## config.mk

```make
export PLATFORM = sky130hd
export DESIGN_NAME = mac_irq_ctrl
export DESIGN_NICKNAME = d
export VERILOG_FILES = /design/src/rtl/mac_irq_pkg.sv /design/src/rtl/irq_evt_latch.sv /design/src/rtl/irq_erx_cmp.sv /design/src/rtl/irq_txerr_det.sv /design/src/rtl/mac_irq_ctrl.sv
export SDC_FILE = /design/constraint.sdc
export NUM_CORES = 1
export LEC_CHECK = 0
export BUFFER_PORTS_ARGS = -buffer_cell sky130_fd_sc_hd__buf_2
export CAP_MARGIN = 20
export CORE_MARGIN = 5
export CORE_UTILIZATION = 48
export CTS_CLUSTER_DIAMETER = 80
export DETAILED_ROUTE_END_ITERATION = 16
export GPL_TIMING_DRIVEN = 0
export PLACE_DENSITY = 0.85
export RECOVER_POWER = 100
export REMOVE_ABC_BUFFERS = 1
export SYNTH_ARGS = -nofsm -noshare
export SYNTH_HDL_FRONTEND = slang
export SYNTH_SLANG_ARGS = --single-unit
export TNS_END_PERCENT = 20
```

## constraint.sdc

```tcl
create_clock -name clk -period 4.4 [get_ports clk]
set_input_delay 0.22 -clock clk [delete_from_list [all_inputs] [get_ports clk]]
set_output_delay 0.22 -clock clk [all_outputs]
set_load 0.005 [all_outputs]
```

## src/rtl/mac_irq_pkg.sv

```systemverilog
package mac_irq_pkg;
  localparam int NSRC   = 6;
  localparam int B_RXQ  = 0;
  localparam int B_TXE  = 1;
  localparam int B_ALC  = 2;
  localparam int B_ERX  = 3;
  localparam int B_EPH  = 4;
  localparam int B_XCOL = 5;
  localparam int NLAT   = B_EPH - B_TXE + 1;
endpackage

```

## src/rtl/irq_evt_latch.sv

```systemverilog
module irq_evt_latch #(
  parameter int W = 4
) (
  input  logic         clk,
  input  logic         rst,
  input  logic [W-1:0] set_i,
  input  logic [W-1:0] clr_i,
  output logic [W-1:0] q_o
);
  for (genvar i = 0; i < W; i++) begin : g_bit
    always_ff @(posedge clk) begin
      if (rst)           q_o[i] <= 1'b0;
      else if (set_i[i]) q_o[i] <= 1'b1;
      else if (clr_i[i]) q_o[i] <= 1'b0;
    end
  end
endmodule

```

## src/rtl/irq_erx_cmp.sv

```systemverilog
module irq_erx_cmp #(
  parameter int CNT_W = 12
) (
  input  logic             clk,
  input  logic             rst,
  input  logic             thr_we,
  input  logic [CNT_W-1:0] thr_wdata,
  input  logic             sof,
  input  logic [CNT_W-1:0] bytes,
  output logic             hit_o,
  output logic [CNT_W-1:0] thr_o
);
  localparam logic [CNT_W-1:0] THR_RST = '1;
  logic armed;

  assign hit_o = armed && !sof && (bytes > thr_o);

  always_ff @(posedge clk) begin
    if (rst)         thr_o <= THR_RST;
    else if (thr_we) thr_o <= thr_wdata;
  end

  always_ff @(posedge clk) begin
    if (rst)        armed <= 1'b0;
    else if (sof)   armed <= 1'b1;
    else if (hit_o) armed <= 1'b0;
  end
endmodule

```

## src/rtl/irq_txerr_det.sv

```systemverilog
module irq_txerr_det (
  input  logic clk,
  input  logic rst,
  input  logic tx_en,
  input  logic tx_ok,
  input  logic coll16,
  input  logic te_we,
  input  logic te_wdata,
  output logic err_evt_o,
  output logic xcol_o,
  output logic te_o
);
  logic tx_en_q;
  logic en_fall, en_rise;

  assign en_fall   = tx_en_q && !tx_en;
  assign en_rise   = !tx_en_q && tx_en;
  assign err_evt_o = en_fall && !tx_ok && te_o;

  always_ff @(posedge clk) begin
    if (rst) begin
      tx_en_q <= 1'b0;
      te_o    <= 1'b0;
      xcol_o  <= 1'b0;
    end else begin
      tx_en_q <= tx_en;
      if (te_we) te_o <= te_wdata;
      if (coll16)       xcol_o <= 1'b1;
      else if (en_rise) xcol_o <= 1'b0;
    end
  end
endmodule

```

## src/rtl/mac_irq_ctrl.sv

```systemverilog
module mac_irq_ctrl
  import mac_irq_pkg::*;
#(
  parameter int CNT_W = 12
) (
  input  logic             clk,
  input  logic             rst,
  input  logic             rxq_empty,
  input  logic             txq_empty_evt,
  input  logic             alloc_ok_evt,
  input  logic             rx_sof,
  input  logic [CNT_W-1:0] rx_bytes,
  input  logic             tx_en,
  input  logic             tx_ok,
  input  logic             coll16,
  input  logic             mask_we,
  input  logic [5:0]       mask_wdata,
  input  logic             ack_we,
  input  logic [5:0]       ack_wdata,
  input  logic             thr_we,
  input  logic [CNT_W-1:0] thr_wdata,
  input  logic             te_we,
  input  logic             te_wdata,
  output logic [5:0]       status_o,
  output logic [5:0]       mask_o,
  output logic             irq_o
);
  logic             rxq_q;
  logic             erx_hit, eph_evt, xcol, te_en;
  logic [CNT_W-1:0] erx_thr;
  logic [NLAT-1:0]  lat_set, lat_clr, lat_q;

  irq_erx_cmp #(.CNT_W(CNT_W)) u_erx (
    .clk(clk), .rst(rst), .thr_we(thr_we), .thr_wdata(thr_wdata),
    .sof(rx_sof), .bytes(rx_bytes), .hit_o(erx_hit), .thr_o(erx_thr)
  );

  irq_txerr_det u_txerr (
    .clk(clk), .rst(rst), .tx_en(tx_en), .tx_ok(tx_ok), .coll16(coll16),
    .te_we(te_we), .te_wdata(te_wdata), .err_evt_o(eph_evt),
    .xcol_o(xcol), .te_o(te_en)
  );

  assign lat_set = {eph_evt, erx_hit, alloc_ok_evt, txq_empty_evt};
  assign lat_clr = ack_we ? ack_wdata[B_EPH:B_TXE] : '0;

  irq_evt_latch #(.W(NLAT)) u_lat (
    .clk(clk), .rst(rst), .set_i(lat_set), .clr_i(lat_clr), .q_o(lat_q)
  );

  always_ff @(posedge clk) begin
    if (rst) begin
      rxq_q  <= 1'b0;
      mask_o <= '0;
      irq_o  <= 1'b0;
    end else begin
      rxq_q  <= !rxq_empty;
      if (mask_we) mask_o <= mask_wdata;
      irq_o  <= |(status_o & mask_o);
    end
  end

  assign status_o = {xcol, lat_q, rxq_q};
endmodule

```

# Word level (Yosys, flattened, before mapping)
# Index checks and enable logic that the tools add are counted.
# totals
reg_bits,28
latchBits,0
ram_bits,0
rom_bits,0
in_bits,50
out_inout_bits,13
elab_cells,45
n_memories,0
# classes
n_addsub,0
multipliers,0
div,0
magnitude_cmp,1
n_eq_ne,0
shifts,0
mux,13
bitwise,1
n_reduce_logical,18
# ops
op,count
$gt A12 B12 Y1,1
$mux W1,12
$reduce_bool A2 Y1,6
$and A6 B6 Y6,1
$logic_and A1 B1 Y1,6
$reduce_or A6 Y1,1
$logic_not A1 Y1,5
$mux W4,1

# Logic depth before layout (Yosys ltp)
# logic_depth
word_depth,5
mapped_depth,7

# Hierarchy
# Synthesis repeated with hierarchy kept, for this count alone.
# hier_totals
hier_cells,147
area_unflattened_um2,1352.5
# by_module_without_submodules
mod,instances,cells_per_inst,area_per_inst_um2
irq_erx_cmp,1,88,762.0
mac_irq_ctrl,1,33,331.6
irq_evt_latch,1,16,140.1
irq_txerr_det,1,10,118.9

# Least setup slack after synthesis
# No wires, ideal clock.
# synth_timing
path_type,register to register
startpoint,register u_erx.thr_o[1]
endpoint,register u_lat.q_o[2]
setup_time_ns,0.117
arrival_time_ns,1.309
path_slack_ns,2.974
path_stages_with_launch,8
path_buffers,0
cell_sequence,dfxtp_1 > inv_1 > ha_1 > nor2b_1 > o211ai_1 > a211o_1 > a31oi_1 > a32o_1
# synth_via
elab_chain_cells,3
elab_cells_between_ends,4
classes_between,order compare: 1; mux: 1; reduce/logical: 2
# synth_rtl
element,line,rtl
"start, declared",irq_erx_cmp.sv:11,output logic [CNT_W-1:0] thr_o
"start signal, assigned",irq_erx_cmp.sv:20,else if (thr_we) thr_o <= thr_wdata;
$gt A12 B12 Y1 *,irq_erx_cmp.sv:16,assign hit_o = armed && !sof && (bytes > thr_o);
$logic_and A1 B1 Y1 *,irq_erx_cmp.sv:16,
$mux W1 / $reduce_bool A2 Y1 (equally long branches),--,
"end signal, assigned by index",irq_evt_latch.sv:12,if (rst) q_o[i] <= 1'b0;
"end signal, assigned by index",irq_evt_latch.sv:13,else if (set_i[i]) q_o[i] <= 1'b1;
"end signal, assigned by index",irq_evt_latch.sv:14,else if (clr_i[i]) q_o[i] <= 1'b0;
"end, declared",irq_evt_latch.sv:8,output logic [W-1:0] q_o
# Every way passes the cells marked *; elsewhere a longest branch is shown, timed or not.
# A chain may end at the register's enable or synchronous reset.

# Final worst setup path
# layout_timing
startpoint,register u_erx.thr_o[10]
endpoint,register u_lat.q_o[2]
# The elaborated chain is that of the path after synthesis.

==> key figures <==
Cells and area
  – Register Area: about 560 sq um
  – # diodes: 0
  – Area Growth Syn to Fin: 25.7%
  – Commonest non-fill, non-tap cell in the layout: buf_2
  – Commonest non-fill, non-tap cells in the layout: buf_2, dfxtp_1, nand2_1
  – FILL cells: roughly 240
  – Multi-input gate area: 632 sq um
  – Final #Nets: between 200 and 300
  – Share of cells above drive strength 1: 28.1%

Synthesis
  – Area contributors post-synth: dfxtp_1, ha_1, o211ai_1
  – Synth Cell Area: 1280 sq um
  – Number of synthesized flops with an enable pin: 0
  – Leading area contributor after synthesis: dfxtp_1
  – Synth warn: 0
  – Top FF cell, synth: dfxtp_1
  – Avg Inst Size Synth: 9.01 sq um
  – Synth cell types: 24
  – Post-synth top area share: 43.8%
  – Seq/Total Area, Yosys: around 44%
  – Mapped Cells: 142
  – Share of flip-flops with an asynchronous set or reset: 0%
  – Seq cells post-synth: 28

Setup path
  – Worst Setup Path Type: flop to flop
  – CP arrival: 1.82 ns
  – CP required: approximately 4.6 ns
  – Worst reg-to-reg path cell count: 7
  – CP max FO: 3
  – R2R setup slack: 2.81 ns
  – Reg2reg start: u_erx.thr_o[10]$_SDFFE_PP1P_
  – Startpoint Class: flop
  – Critical path endpoint category: flop
  – Worst r2r dst: u_lat.q_o[2]$_SDFFE_PP0P_

Place
  – DP HPWL: 2430 microns
  – Routability cong.: approximately 0.72
  – Port Buf Inserts: 60

Power and ir drop
  – Power density cells: 301 nW/um^2
  – Clock network power share: between 20% and 30%
  – Seq pwr share: 57.3%
  – Net Sw Frac: between 20% and 30%
  – Leak: 0.000844 uW
  – VDD IR-drop max: 0.205 mV
  – P_int: 362 uW
  – Logic gate share of total power: 17.3%
  – Switching Power: approximately 120 uW

Timing
  – RSZ-0062 raised after global routing: false
  – Min Hold Slack: around 0.031 ns
  – Setup TNS: 0 ns
  – Final hold vios: 0
  – Tmin final: 1.59 ns
  – Max Clk Rate: 628 MHz
  – Crit share post-route: between 30 and 40%
  – Least-Margin Pin Slew: between 0.6 and 0.7 ns
  – Pins Over Slew Limit: 0
  – Slew Limit Headroom: 58.1%
  – Final setup fails: 0
  – Final Skew: 0.00677 ns

Die
  – IO Pins: 63
  – Core area: 2520 sq um
  – Die area: 3800 sq um
  – Starting Density: just over 50%
  – Die Width: 61.6 microns
  – Vert. Die Dim: 61.6 microns
  – # rows: 18

Drt
  – Via Count: between 1k and 1.5k
  – Iteration-0 DRC Markers: 41
  – Drt wl/cell: 13.1 microns
  – Residual DRC count: 0
  – Via/cell ratio: 5.09
  – Routed Antenna Nets: 0
  – 1st-pass router iterations: 4
  – Total routed wirelength: 2990 microns

Clock network
  – Reg clk slew, reported paths: 0.15 ns
  – PostCTS Resize Cnt: 0
  – Clk root buf: clkbuf_4
  – # Post-CTS Setup Buffers: 0
  – H-tree depth: 1
  – CTS tree: built
  – CTS sink count: 28
  – Hold_buf cts: 0
  – Clk Latency, worst-skew pair: 0.32 ns
  – Total CTS buffers: 3
  – Longest Clk Path Bufs: 2

Flow run
  – Max_cap viols: 0

Min path
  – Hold wc startpoint: rxq_empty
  – Hold Crit Depth: 2
  – Min-delay worst type: primary input to flop
  – WHS Endpoint: rxq_q$_SDFF_PP0_

Global routing
  – Vias in the first global route: between 1k and 1.5k
  – First-pass GRT wire length: between 4000 and 5000 microns
  – Largest net degree at the start of global routing: 24
  – All-Layer GR Usage: 16.3%
  – GR Overflow Total: 0
  – Initial antenna violation count: 0

Run status
  – Status: finished, final reports clean
-- flip-flops by register name (all words and copies together) (netlist names) --
name / cells
u_txerr.te_o: 1
u_lat.q_o: 4
rxq_q: 1
u_erx.thr_o: 12
irq_o: 1
u_txerr.xcol_o: 1
u_erx.armed: 1
u_txerr.tx_en_q: 1
mask_o: 6
-- final cells by class --
type | instances | share of cell area, %
flip-flops and latches | 28 | 34.9
clock buffers | 4 | 2.26
repair buffers | 60 | 18.0
inverters | 14 | 3.27
multi-input cells | 93 | 39.3
well taps | 30 | 2.33
-- metrics by stage --
stage	total power [uW]	setup WS, ns	area (sq um)	std cells	util, %
5_1_grt	512	2.72	1610	229	63.7
3_5_place_dp	367	2.85	1580	225	62.7
6_report	483	2.81	1610	229	63.7
4_1_cts	489	2.82	1620	229	64.2
3_3_place_gp	362	2.88	1580	225	62.7
2_1_floorplan	324	2.97	1240	135	-
-- kinds of logic after synthesis --
logic type | Yosys count | synth area share, %
AO/OA/AOI/OAI | 31 | 16.3
multiplexers | 8 | 6.26
AND/OR/NAND/NOR | 42 | 15.1
buffers and inverters | 21 | 6.75
adder cells (fa/ha/maj) | 12 | 11.7
flip-flops | 28 | 43.8
-- worst max path at each step --
stage / endpoint / slack [ns] / from
after floorplan: u_lat.q_o[2]$_SDFFE_PP0P_ / 2.97 / u_erx.thr_o[1]$_SDFFE_PP1P_
after global placement: u_lat.q_o[2]$_SDFFE_PP0P_ / 2.88 / rx_bytes[10]
after detailed placement: u_lat.q_o[2]$_SDFFE_PP0P_ / 2.85 / u_erx.thr_o[10]$_SDFFE_PP1P_
after CTS: u_lat.q_o[2]$_SDFFE_PP0P_ / 2.82 / u_erx.thr_o[5]$_SDFFE_PP1P_
after global routing: u_lat.q_o[2]$_SDFFE_PP0P_ / 2.72 / u_erx.thr_o[10]$_SDFFE_PP1P_
final: u_lat.q_o[2]$_SDFFE_PP0P_ / 2.81 / u_erx.thr_o[10]$_SDFFE_PP1P_
-- routing by layer --
layer,vias up,global-route usage [%],wire (microns)
met5,-,0,0
met4,0,6.97,40
met3,4,2.73,159
met2,27,30.3,1620
met1,531,18.0,1170
li1,603,-,-
-- synthesized netlist by cell type, types with 4 or more instances --
master / instances
a21oi_1: 9
inv_1: 14
o211ai_1: 12
nand4_1: 4
clkbuf_1: 5
ha_1: 12
nand2_1: 18
mux2i_1: 8
nor2_1: 12
dfxtp_1: 28
a22oi_1: 4
-- critical path: stages (launching register included) --
cell and delay (ns):
dfxtp_1 0.34, inv_1 0.05, ha_1 0.30, a21oi_1 0.15
nand2_1 0.07, a21oi_1 0.22, a31oi_1 0.12, a32o_1 0.26
-- power groups by stage --
stage / Combinational, uW / Sequential [uW] / Clock, uW
6_report: 83.8 / 277 / 123
5_1_grt: 95.7 / 279 / 138
4_1_cts: 86.0 / 277 / 126
3_5_place_dp: 85.3 / 282 / 0
3_3_place_gp: 81.0 / 281 / 0
2_1_floorplan: 41.9 / 282 / 0
Note: power is estimated with default switching activity, not from simulation.
